<file path="src/rtl/i2ct_pkg.sv">
package i2ct_pkg;

  // Byte engine phases
  typedef enum logic [2:0] {
    ST_IDLE,     // bus free, nothing addressed
    ST_ADDR,     // shifting in the address byte
    ST_ADDR_ACK, // driving acknowledge for our address
    ST_RX,       // shifting in a pointer or data byte
    ST_RX_ACK,   // driving acknowledge for a received byte
    ST_TX,       // shifting a byte out to the master
    ST_TX_ACK,   // listening to the master acknowledge
    ST_WAIT      // deaf until the next start or stop
  } tgt_state_e;

  localparam int unsigned BYTE_BITS = 8;

endpackage

</file>
<file path="src/rtl/i2ct_sync.sv">
module i2ct_sync #(
  parameter int unsigned WIDTH  = 2,
  parameter int unsigned STAGES = 2
) (
  input  logic             clk,
  input  logic             rst_n,
  input  logic [WIDTH-1:0] d,
  output logic [WIDTH-1:0] q
);

  logic [WIDTH-1:0] stage_q [STAGES];

  // Idle bus level is high, so every stage resets to ones.
  genvar gi;
  generate
    for (gi = 0; gi < STAGES; gi++) begin : g_stage
      if (gi == 0) begin : g_first
        always_ff @(posedge clk or negedge rst_n) begin
          if (!rst_n) stage_q[gi] <= '1;
          else        stage_q[gi] <= d;
        end
      end else begin : g_next
        always_ff @(posedge clk or negedge rst_n) begin
          if (!rst_n) stage_q[gi] <= '1;
          else        stage_q[gi] <= stage_q[gi-1];
        end
      end
    end
  endgenerate

  assign q = stage_q[STAGES-1];

endmodule

</file>
<file path="src/rtl/i2ct_linemon.sv">
module i2ct_linemon (
  input  logic clk,
  input  logic rst_n,
  input  logic scl_s,
  input  logic sda_s,
  output logic scl_rise,
  output logic scl_fall,
  output logic start_det,
  output logic stop_det
);

  logic scl_prev_q;
  logic sda_prev_q;

  always_ff @(posedge clk or negedge rst_n) begin
    if (!rst_n) begin
      scl_prev_q <= 1'b1;
      sda_prev_q <= 1'b1;
    end else begin
      scl_prev_q <= scl_s;
      sda_prev_q <= sda_s;
    end
  end

  assign scl_rise  =  scl_s & ~scl_prev_q;
  assign scl_fall  = ~scl_s &  scl_prev_q;
  // SDA edges are only meaningful while SCL stays high across both samples.
  assign start_det = scl_s & scl_prev_q &  sda_prev_q & ~sda_s;
  assign stop_det  = scl_s & scl_prev_q & ~sda_prev_q &  sda_s;

endmodule

</file>
<file path="src/rtl/i2ct_engine.sv">
module i2ct_engine
  import i2ct_pkg::*;
#(
  parameter int unsigned ADDR_W = 4
) (
  input  logic              clk,
  input  logic              rst_n,
  input  logic [6:0]        dev_addr,
  input  logic              sda_s,
  input  logic              scl_rise,
  input  logic              scl_fall,
  input  logic              start_det,
  input  logic              stop_det,
  input  logic [7:0]        reg_rdata,
  output logic              sda_oe,
  output logic [ADDR_W-1:0] reg_addr,
  output logic              reg_we,
  output logic [7:0]        reg_wdata
);

  localparam int unsigned CNT_W    = $clog2(BYTE_BITS) + 1;
  localparam logic [CNT_W-1:0] CNT_FULL = CNT_W'(BYTE_BITS);
  localparam logic [CNT_W-1:0] CNT_LAST = CNT_W'(BYTE_BITS - 1);
  localparam logic [CNT_W-1:0] CNT_ONE  = CNT_W'(1);
  localparam logic [ADDR_W-1:0] PTR_ONE = ADDR_W'(1);

  tgt_state_e        st_q,    st_n;
  logic [CNT_W-1:0]  cnt_q,   cnt_n;
  logic [7:0]        sh_q,    sh_n;     // receive shifter
  logic [7:0]        tx_q,    tx_n;     // transmit shifter
  logic              rw_q,    rw_n;     // direction of current transfer
  logic              pph_q,   pph_n;    // next received byte is the pointer
  logic              inc_q,   inc_n;    // pointer advance owed after a write
  logic              mnack_q, mnack_n;  // master acknowledge level
  logic [ADDR_W-1:0] ptr_q,   ptr_n;    // persistent register pointer
  logic              we_q,    we_n;
  logic [7:0]        wd_q,    wd_n;

  // Next-state logic
  always_comb begin
    st_n    = st_q;
    cnt_n   = cnt_q;
    sh_n    = sh_q;
    tx_n    = tx_q;
    rw_n    = rw_q;
    pph_n   = pph_q;
    inc_n   = inc_q;
    mnack_n = mnack_q;
    ptr_n   = ptr_q;
    we_n    = 1'b0;
    wd_n    = wd_q;

    if (start_det) begin
      // Start (or repeated start) restarts framing, even mid-byte.
      st_n  = ST_ADDR;
      cnt_n = '0;
    end else if (stop_det) begin
      st_n  = ST_IDLE;
      cnt_n = '0;
    end else begin
      unique case (st_q)
        ST_IDLE: begin
        end

        ST_ADDR: begin
          if (scl_rise && (cnt_q < CNT_FULL)) begin
            sh_n  = {sh_q[6:0], sda_s};
            cnt_n = cnt_q + CNT_ONE;
          end
          if (scl_fall && (cnt_q == CNT_FULL)) begin
            cnt_n = '0;
            if (sh_q[7:1] == dev_addr) begin
              st_n  = ST_ADDR_ACK;
              rw_n  = sh_q[0];
              pph_n = 1'b1;
            end else begin
              st_n = ST_WAIT;
            end
          end
        end

        ST_ADDR_ACK: begin
          if (scl_fall) begin
            cnt_n = '0;
            if (rw_q) begin
              st_n  = ST_TX;
              tx_n  = reg_rdata;
              ptr_n = ptr_q + PTR_ONE;
            end else begin
              st_n = ST_RX;
            end
          end
        end

        ST_RX: begin
          if (scl_rise && (cnt_q < CNT_FULL)) begin
            sh_n  = {sh_q[6:0], sda_s};
            cnt_n = cnt_q + CNT_ONE;
          end
          if (scl_fall && (cnt_q == CNT_FULL)) begin
            cnt_n = '0;
            st_n  = ST_RX_ACK;
            if (pph_q) begin
              ptr_n = sh_q[ADDR_W-1:0];
              pph_n = 1'b0;
            end else begin
              we_n  = 1'b1;
              wd_n  = sh_q;
              inc_n = 1'b1;
            end
          end
        end

        ST_RX_ACK: begin
          if (scl_fall) begin
            st_n = ST_RX;
            if (inc_q) begin
              ptr_n = ptr_q + PTR_ONE;
              inc_n = 1'b0;
            end
          end
        end

        ST_TX: begin
          if (scl_fall) begin
            if (cnt_q == CNT_LAST) begin
              st_n  = ST_TX_ACK;
              cnt_n = '0;
            end else begin
              tx_n  = {tx_q[6:0], 1'b0};
              cnt_n = cnt_q + CNT_ONE;
            end
          end
        end

        ST_TX_ACK: begin
          if (scl_rise) mnack_n = sda_s;
          if (scl_fall) begin
            if (!mnack_q) begin
              st_n  = ST_TX;
              tx_n  = reg_rdata;
              ptr_n = ptr_q + PTR_ONE;
            end else begin
              st_n = ST_WAIT;
            end
          end
        end

        ST_WAIT: begin
        end

        default: st_n = ST_IDLE;
      endcase
    end
  end

  // State registers
  always_ff @(posedge clk or negedge rst_n) begin
    if (!rst_n) begin
      st_q    <= ST_IDLE;
      cnt_q   <= '0;
      sh_q    <= '0;
      tx_q    <= '0;
      rw_q    <= 1'b0;
      pph_q   <= 1'b0;
      inc_q   <= 1'b0;
      mnack_q <= 1'b1;
      ptr_q   <= '0;
      we_q    <= 1'b0;
      wd_q    <= '0;
    end else begin
      st_q    <= st_n;
      cnt_q   <= cnt_n;
      sh_q    <= sh_n;
      tx_q    <= tx_n;
      rw_q    <= rw_n;
      pph_q   <= pph_n;
      inc_q   <= inc_n;
      mnack_q <= mnack_n;
      ptr_q   <= ptr_n;
      we_q    <= we_n;
      wd_q    <= wd_n;
    end
  end

  assign sda_oe    = (st_q == ST_ADDR_ACK) || (st_q == ST_RX_ACK) ||
                     ((st_q == ST_TX) && !tx_q[7]);
  assign reg_addr  = ptr_q;
  assign reg_we    = we_q;
  assign reg_wdata = wd_q;

endmodule

</file>
<file path="src/rtl/regbus_i2c_target.sv">
module regbus_i2c_target #(
  parameter int unsigned ADDR_W     = 4,
  parameter int unsigned SYNC_STAGE = 2
) (
  input  logic              clk,
  input  logic              rst_n,
  input  logic [6:0]        dev_addr,
  input  logic              scl_in,
  input  logic              sda_in,
  output logic              sda_oe,
  output logic [ADDR_W-1:0] reg_addr,
  output logic              reg_we,
  output logic [7:0]        reg_wdata,
  input  logic [7:0]        reg_rdata
);

  // Reset: asserted asynchronously, released on a clock edge.
  logic [1:0] rst_pipe_q;
  logic       rst_sync_n;

  always_ff @(posedge clk or negedge rst_n) begin
    if (!rst_n) rst_pipe_q <= '0;
    else        rst_pipe_q <= {rst_pipe_q[0], 1'b1};
  end
  assign rst_sync_n = rst_pipe_q[1];

  logic [1:0] lines_s;
  logic       scl_s;
  logic       sda_s;
  logic       scl_rise;
  logic       scl_fall;
  logic       start_det;
  logic       stop_det;

  i2ct_sync #(
    .WIDTH  (2),
    .STAGES (SYNC_STAGE)
  ) u_sync (
    .clk   (clk),
    .rst_n (rst_sync_n),
    .d     ({scl_in, sda_in}),
    .q     (lines_s)
  );

  assign scl_s = lines_s[1];
  assign sda_s = lines_s[0];

  i2ct_linemon u_linemon (
    .clk       (clk),
    .rst_n     (rst_sync_n),
    .scl_s     (scl_s),
    .sda_s     (sda_s),
    .scl_rise  (scl_rise),
    .scl_fall  (scl_fall),
    .start_det (start_det),
    .stop_det  (stop_det)
  );

  i2ct_engine #(
    .ADDR_W (ADDR_W)
  ) u_engine (
    .clk       (clk),
    .rst_n     (rst_sync_n),
    .dev_addr  (dev_addr),
    .sda_s     (sda_s),
    .scl_rise  (scl_rise),
    .scl_fall  (scl_fall),
    .start_det (start_det),
    .stop_det  (stop_det),
    .reg_rdata (reg_rdata),
    .sda_oe    (sda_oe),
    .reg_addr  (reg_addr),
    .reg_we    (reg_we),
    .reg_wdata (reg_wdata)
  );

endmodule

</file>
<file path="config.mk">
export PLATFORM = sky130hd
export DESIGN_NAME = regbus_i2c_target
export DESIGN_NICKNAME = d
export VERILOG_FILES = /design/src/rtl/i2ct_pkg.sv /design/src/rtl/i2ct_sync.sv /design/src/rtl/i2ct_linemon.sv /design/src/rtl/i2ct_engine.sv /design/src/rtl/regbus_i2c_target.sv
export SDC_FILE = /design/constraint.sdc
export NUM_CORES = 1
export LEC_CHECK = 0
export CAP_MARGIN = 20
export CORE_ASPECT_RATIO = 0.75
export CORE_UTILIZATION = 40
export DETAILED_ROUTE_END_ITERATION = 12
export REMOVE_ABC_BUFFERS = 1
export SLEW_MARGIN = 25
export SYNTH_ARGS = -nofsm -noshare
export SYNTH_HDL_FRONTEND = slang
export SYNTH_SLANG_ARGS = --single-unit
</file>
<file path="constraint.sdc">
create_clock -name clk -period 4.1 [get_ports clk]
set_input_delay 0.615 -clock clk [delete_from_list [all_inputs] [get_ports clk]]
set_output_delay 0.615 -clock clk [all_outputs]
set_load 0.05 [all_outputs]
</file>
* Yosys cells after proc, flatten, opt, wreduce, memory -nomap -nowiden
Cells that the tools add are included.
** Cells by class
- Mux-type cells :: 50
- Divide/modulo/power cells :: 0
- Add/subtract/negate cells :: 2
- Reduce and logical (&&, ||, !) cells :: 23
- Shift operators :: 0
- Multipliers :: 0
- Magnitude comparators :: 1
- Bitwise operators :: 14
- Equality and inequality tests :: 30
** Operator list (count)
- 2-to-1 mux 4 bit :: 15
- 2-to-1 mux 8 bit :: 6
- 2-to-1 mux 3 bit :: 11
- inequality test 4 x 3 -> 1 bit, second input constant :: 7
- one-hot mux 8 bit (3 select lines) :: 1
- inequality test 2 x 1 -> 1 bit, second input constant :: 10
- one-hot mux 3 bit (6 select lines) :: 1
- one-hot mux 4 bit (4 select lines) :: 1
- one-hot mux 4 bit (3 select lines) :: 1
- AND reduction 4 bit :: 3
- AND reduction 6 bit :: 2
- 2-to-1 mux 1 bit :: 11
- AND reduction 11 bit :: 1
- AND reduction 5 bit :: 2
- equality test 3 bit, second input constant :: 3
- AND reduction 9 bit :: 1
- adder 4 x 1 -> 4 bit, second input constant :: 2
- AND reduction 8 bit :: 1
- nonzero test 8 bit :: 1
- AND 1 bit :: 7
- equality test 7 bit :: 1
- NOT 1 bit :: 7
- equality test 3 x 2 -> 1 bit, second input constant :: 2
- inequality test 2 bit, second input constant :: 3
- 15 further kinds :: 20
** Word-level totals
- Memory bits (writable) :: 0
- Logic and storage cells :: 136
- Memories :: 0
- Input port bits :: 19
- ROM bits :: 0
- Bits in registers :: 48
- Output and inout port bits :: 14
- Latch bits :: 0

* Logic depth before layout (Yosys ltp)
- Depth in word-level cells :: 8
- Gate-level depth with buffers :: 9

* Modules after synthesis
From an unflattened synthesis, not the netlist that was laid out.
** Unflattened totals
- Cells, all modules :: 225
- Area, all modules :: 2568.7 um^2
** By module, submodules not included
- i2ct_engine :: cells each 210, instances 1, area each 2309.7 um^2
- i2ct_sync :: cells each 6, instances 1, area each 120.1 um^2
- i2ct_linemon :: cells each 6, instances 1, area each 85.1 um^2
- regbus_i2c_target :: cells each 3, instances 1, area each 53.8 um^2

* Worst setup path after synthesis
Ideal clock, no wire load.
- Kind :: reg2out
- Start point :: reg u_engine.st_q[0]
- End point :: out sda_oe
- Arrival time :: 1.795 ns
- Setup slack :: 1.690 ns
- Stages on the path, launching flop included :: 4
- Cells stage by stage :: dfrtp_1 buf_2 nand2b_1 o21ai_0
** Between the ends
- Cells in the longest elaborated chain, start to end :: 3
** Ends and longest elaborated chain
- start, declared :: line i2ct_engine.sv:27 : tgt_state_e st_q, st_n;
- start signal, assigned :: line i2ct_engine.sv:172 : st_q <= st_n;
- equality test 3 x 2 -> 1 bit (tied with other cells) :: line i2ct_engine.sv:186 : assign sda_oe = (st_q == ST_ADDR_ACK) || (st_q == ST_RX_ACK) ||
- logical OR 1 bit / logical AND 1 bit (equally long branches) :: line i2ct_engine.sv:186, i2ct_engine.sv:187
- logical OR 1 bit * :: line i2ct_engine.sv:186
- end, declared :: line regbus_i2c_target.sv:10 : output logic sda_oe,
Mark *: on every way between the ends. The rest lies on a longest branch, timed or not.

* Worst setup path in the final report
- Start point :: reg u_engine.st_q[2]
- End point :: out sda_oe
The elaborated chain is that of the path after synthesis.

==> results.json <==
{
  "final_net_count": 289,
  "dp.cells": 338,
  "cts_tree": "built",
  "final_cells": 346,
  "finalHoldViolations": 0,
  "startpoint_type": "flop",
  "postCtsHoldBufs": 0,
  "track_usage_pct": 16.8,
  "setup_violations": 0,
  "pin_count": 33,
  "outcome": "finished, final reports clean",
  "ys_seq_area_share_pct": 49.1,
  "synth_warnings": 0,
  "tightest_slew_ps": 599,
  "die-height_um": 70.0,
  "period_needed_ps": 2890,
  "maxCapViolCount": 0,
  "synth_flop_cell": "dfrtp_1",
  "placedInstanceArea_sq_um": 2810,
  "vdd_drop_max_uv": 205,
  "ff2ff_path_depth": 5,
  "grt_first_pass_wirelength_um": 8570,
  "end_kind": "output port",
  "path_cells": "nor2b_1, nand2_1, o21ai_0, clkdlybuf4s50_1",
  "max_slew_margin_pct": 59.9,
  "dieArea_sq_um": 6480,
  "postSynthAreaPerCell_sq_um": 10.3,
  "cpMaxStageDelayCell": "clkdlybuf4s50_1",
  "vias": 1787,
  "cp_slowest_stage_delay_ps": 840,
  "worstSetupStartpoint": "u_engine.st_q[2]",
  "wire_per_inst_um": 14.0,
  "first_pass_iters": 4,
  "globalplace.congestion": 0.857,
  "insertion_delay_ps": 300,
  "syn_area_sq_um": 2460,
  "synth-edff-count": 0,
  "synth_area_leaders": "dfrtp_1, dfstp_2, nand2_1",
  "critPathKind": "reg -> out",
  "portBuffers": 32,
  "fp.dieW_um": 92.6,
  "cts.sinks": 48,
  "rows": 24,
  "reg2reg_to": "u_engine.tx_q[7]",
  "yosys.area.top_type": "dfrtp_1",
  "clkTransAtPathRegs_ps": 90,
  "cts-root-buf": "clkbuf_8",
  "p_leak_nw": 1.32,
  "num_antenna_cells": 0,
  "grt_pass1_vias": 1788,
  "h-tree-depth": 2,
  "r2r_start": "u_engine.st_q[0]",
  "antenna_found_initial": 0,
  "finalMaxSlewViolations": 0,
  "layout-drive-gt1-share_pct": 14.2,
  "critical_path_required_ps": 3480,
  "critPathMaxFanout": 17,
  "yosysTopAreaCellShare_pct": 41.7,
  "core-area_sq_um": 5890,
  "synth_common_cells": "nand2_1, dfrtp_1, mux2_2, o21ai_1",
  "grt_setup_unrepaired": "no",
  "r2r_slack_ps": 1680,
  "avgViaCountPerCell": 5.16,
  "cts_resized": 0,
  "synth.most_common_cell": "nand2_1",
  "clock_skew_ps": 11.4,
  "initial_core_util_pct": 41.8,
  "period_share_pct": 70.5,
  "place_hpwl_um": 3390,
  "drtAntennaViolNets": 0,
  "drcViolationCount": 0,
  "finalWirelength_um": 4860,
  "synth.distinct_cells": 57,
  "tns_ps": 0,
  "postLayoutCellArea_sq_um": 2900,
  "cts_max_path_buffers": 2,
  "cts_setup_buffers": 0,
  "grt_max_degree": 47,
  "ys_ff_latch": 48,
  "overflow": 0,
  "power_mw": 1.85,
  "fmax_ghz": 0.346,
  "numCtsBuffers": 5,
  "syn2layout_area_growth_pct": 17.9,
  "async_flop_share_pct": 100,
  "synthCells": 239,
  "crit_arrival_ps": 2280,
  "dr.first_iter.drc_count": 125,
  "hold_path_class": "reg -> async",
  "p_per_area_nw_per_um2": 639
}
flip-flops by register name, indices dropped and copies added, names as in the netlist:
signal / cells
u_engine.mnack_q: 1
u_engine.sh_q: 8
u_engine.tx_q: 8
u_engine.reg_we: 1
rst_pipe_q: 2
u_sync.stage_q: 2
u_engine.rw_q: 1
u_engine.pph_q: 1
u_linemon.scl_prev_q: 1
u_linemon.sda_prev_q: 1
u_engine.reg_wdata: 8
u_engine.cnt_q: 4
u_sync.q: 2
u_engine.inc_q: 1
u_engine.st_q: 3
u_engine.reg_addr: 4
power by group:
part | leakage [nW] | internal [mW] | switching [mW] | total [mW]
Combinational | 0.678 | 0.335 | 0.400 | 0.736
Clock | 0.0484 | 0.139 | 0.160 | 0.299
Sequential | 0.593 | 0.625 | 0.195 | 0.820
cell usage in the layout (no fill, tap or decap), types with 2 or more instances in the layout:
cell / instances
o21ai_0: 7
o211a_1: 2
inv_1: 4
nand2b_1: 6
and2_1: 2
clkdlybuf4s50_1: 32
clkbuf_8: 6
dfstp_2: 7
o21ai_1: 9
a21boi_0: 2
a2bb2oi_1: 3
nand3_1: 8
a21oi_1: 5
nor2_1: 6
nor2b_1: 2
ha_1: 3
xor2_1: 8
a211o_1: 2
nand2_1: 49
dfrtp_1: 40
nor3_1: 7
o31ai_1: 2
mux2i_1: 7
o211ai_1: 5
mux2_2: 10
clkinv_4: 2
nand4b_1: 2
and4bb_2: 2
worst max path at each step:
stage	to	slack, ps	depth (start not counted)
finish	sda_oe	1210	4
global route	sda_oe	990	4
CTS	sda_oe	1200	4
detailed placement	sda_oe	1550	4
global placement	sda_oe	1570	3
floorplan	sda_oe	1630	2
metrics by stage:
step	hold WS [ps]	setup slack [ps]	util (%)
2_1_floorplan	319	1630	-
3_3_place_gp	337	1570	47.7
3_5_place_dp	340	1550	47.7
4_1_cts	360	1200	49.3
5_1_grt	364	993	49.3
6_report	346	1210	49.3
critical path: cells and delay by family (launching register included):
family | cells | cell delay [ps]
buffers and inverters | 1 | 840
DFF | 1 | 640
AOI/OAI and AO/OA | 1 | 100
and+or+nand+nor | 2 | 400
metal layers:
| layer | up-vias | share of wire, % | track usage [%] |
|---|---|---|---|
| met2 | 30 | 41 | 23.4 |
| met3 | 2 | 3.7 | 3.59 |
| met4 | 0 | 0.47 | 3.99 |
| met5 | - | 0 | 0 |
| met1 | 861 | 54 | 26.2 |
| li1 | 894 | - | - |
layout make-up:
cell class	instances	area, sq um
Clock buffer	7	86.3
Clock inverter	1	8.76
Fill cell	570	2980
Inverter	5	23.8
Multi-Input combinational cell	175	1150
Sequential cell	48	1210
Tap cell	78	97.6
Timing Repair Buffer	32	320
cell families after synthesis:
kind of cell             Yosys count  share of synthesized area [%]
AO/OA/AOI/OAI                     46                           13.7
XOR/XNOR                           8                           2.85
adder cells (fa/ha/maj)            3                           1.52
buffers and inverters             16                           4.01
flip-flops                        48                           49.1
multiplexers                      18                           7.88
other                              1                          0.152
AND/OR/NAND/NOR                   99                           20.7
Power figures use the tool's default switching activity.
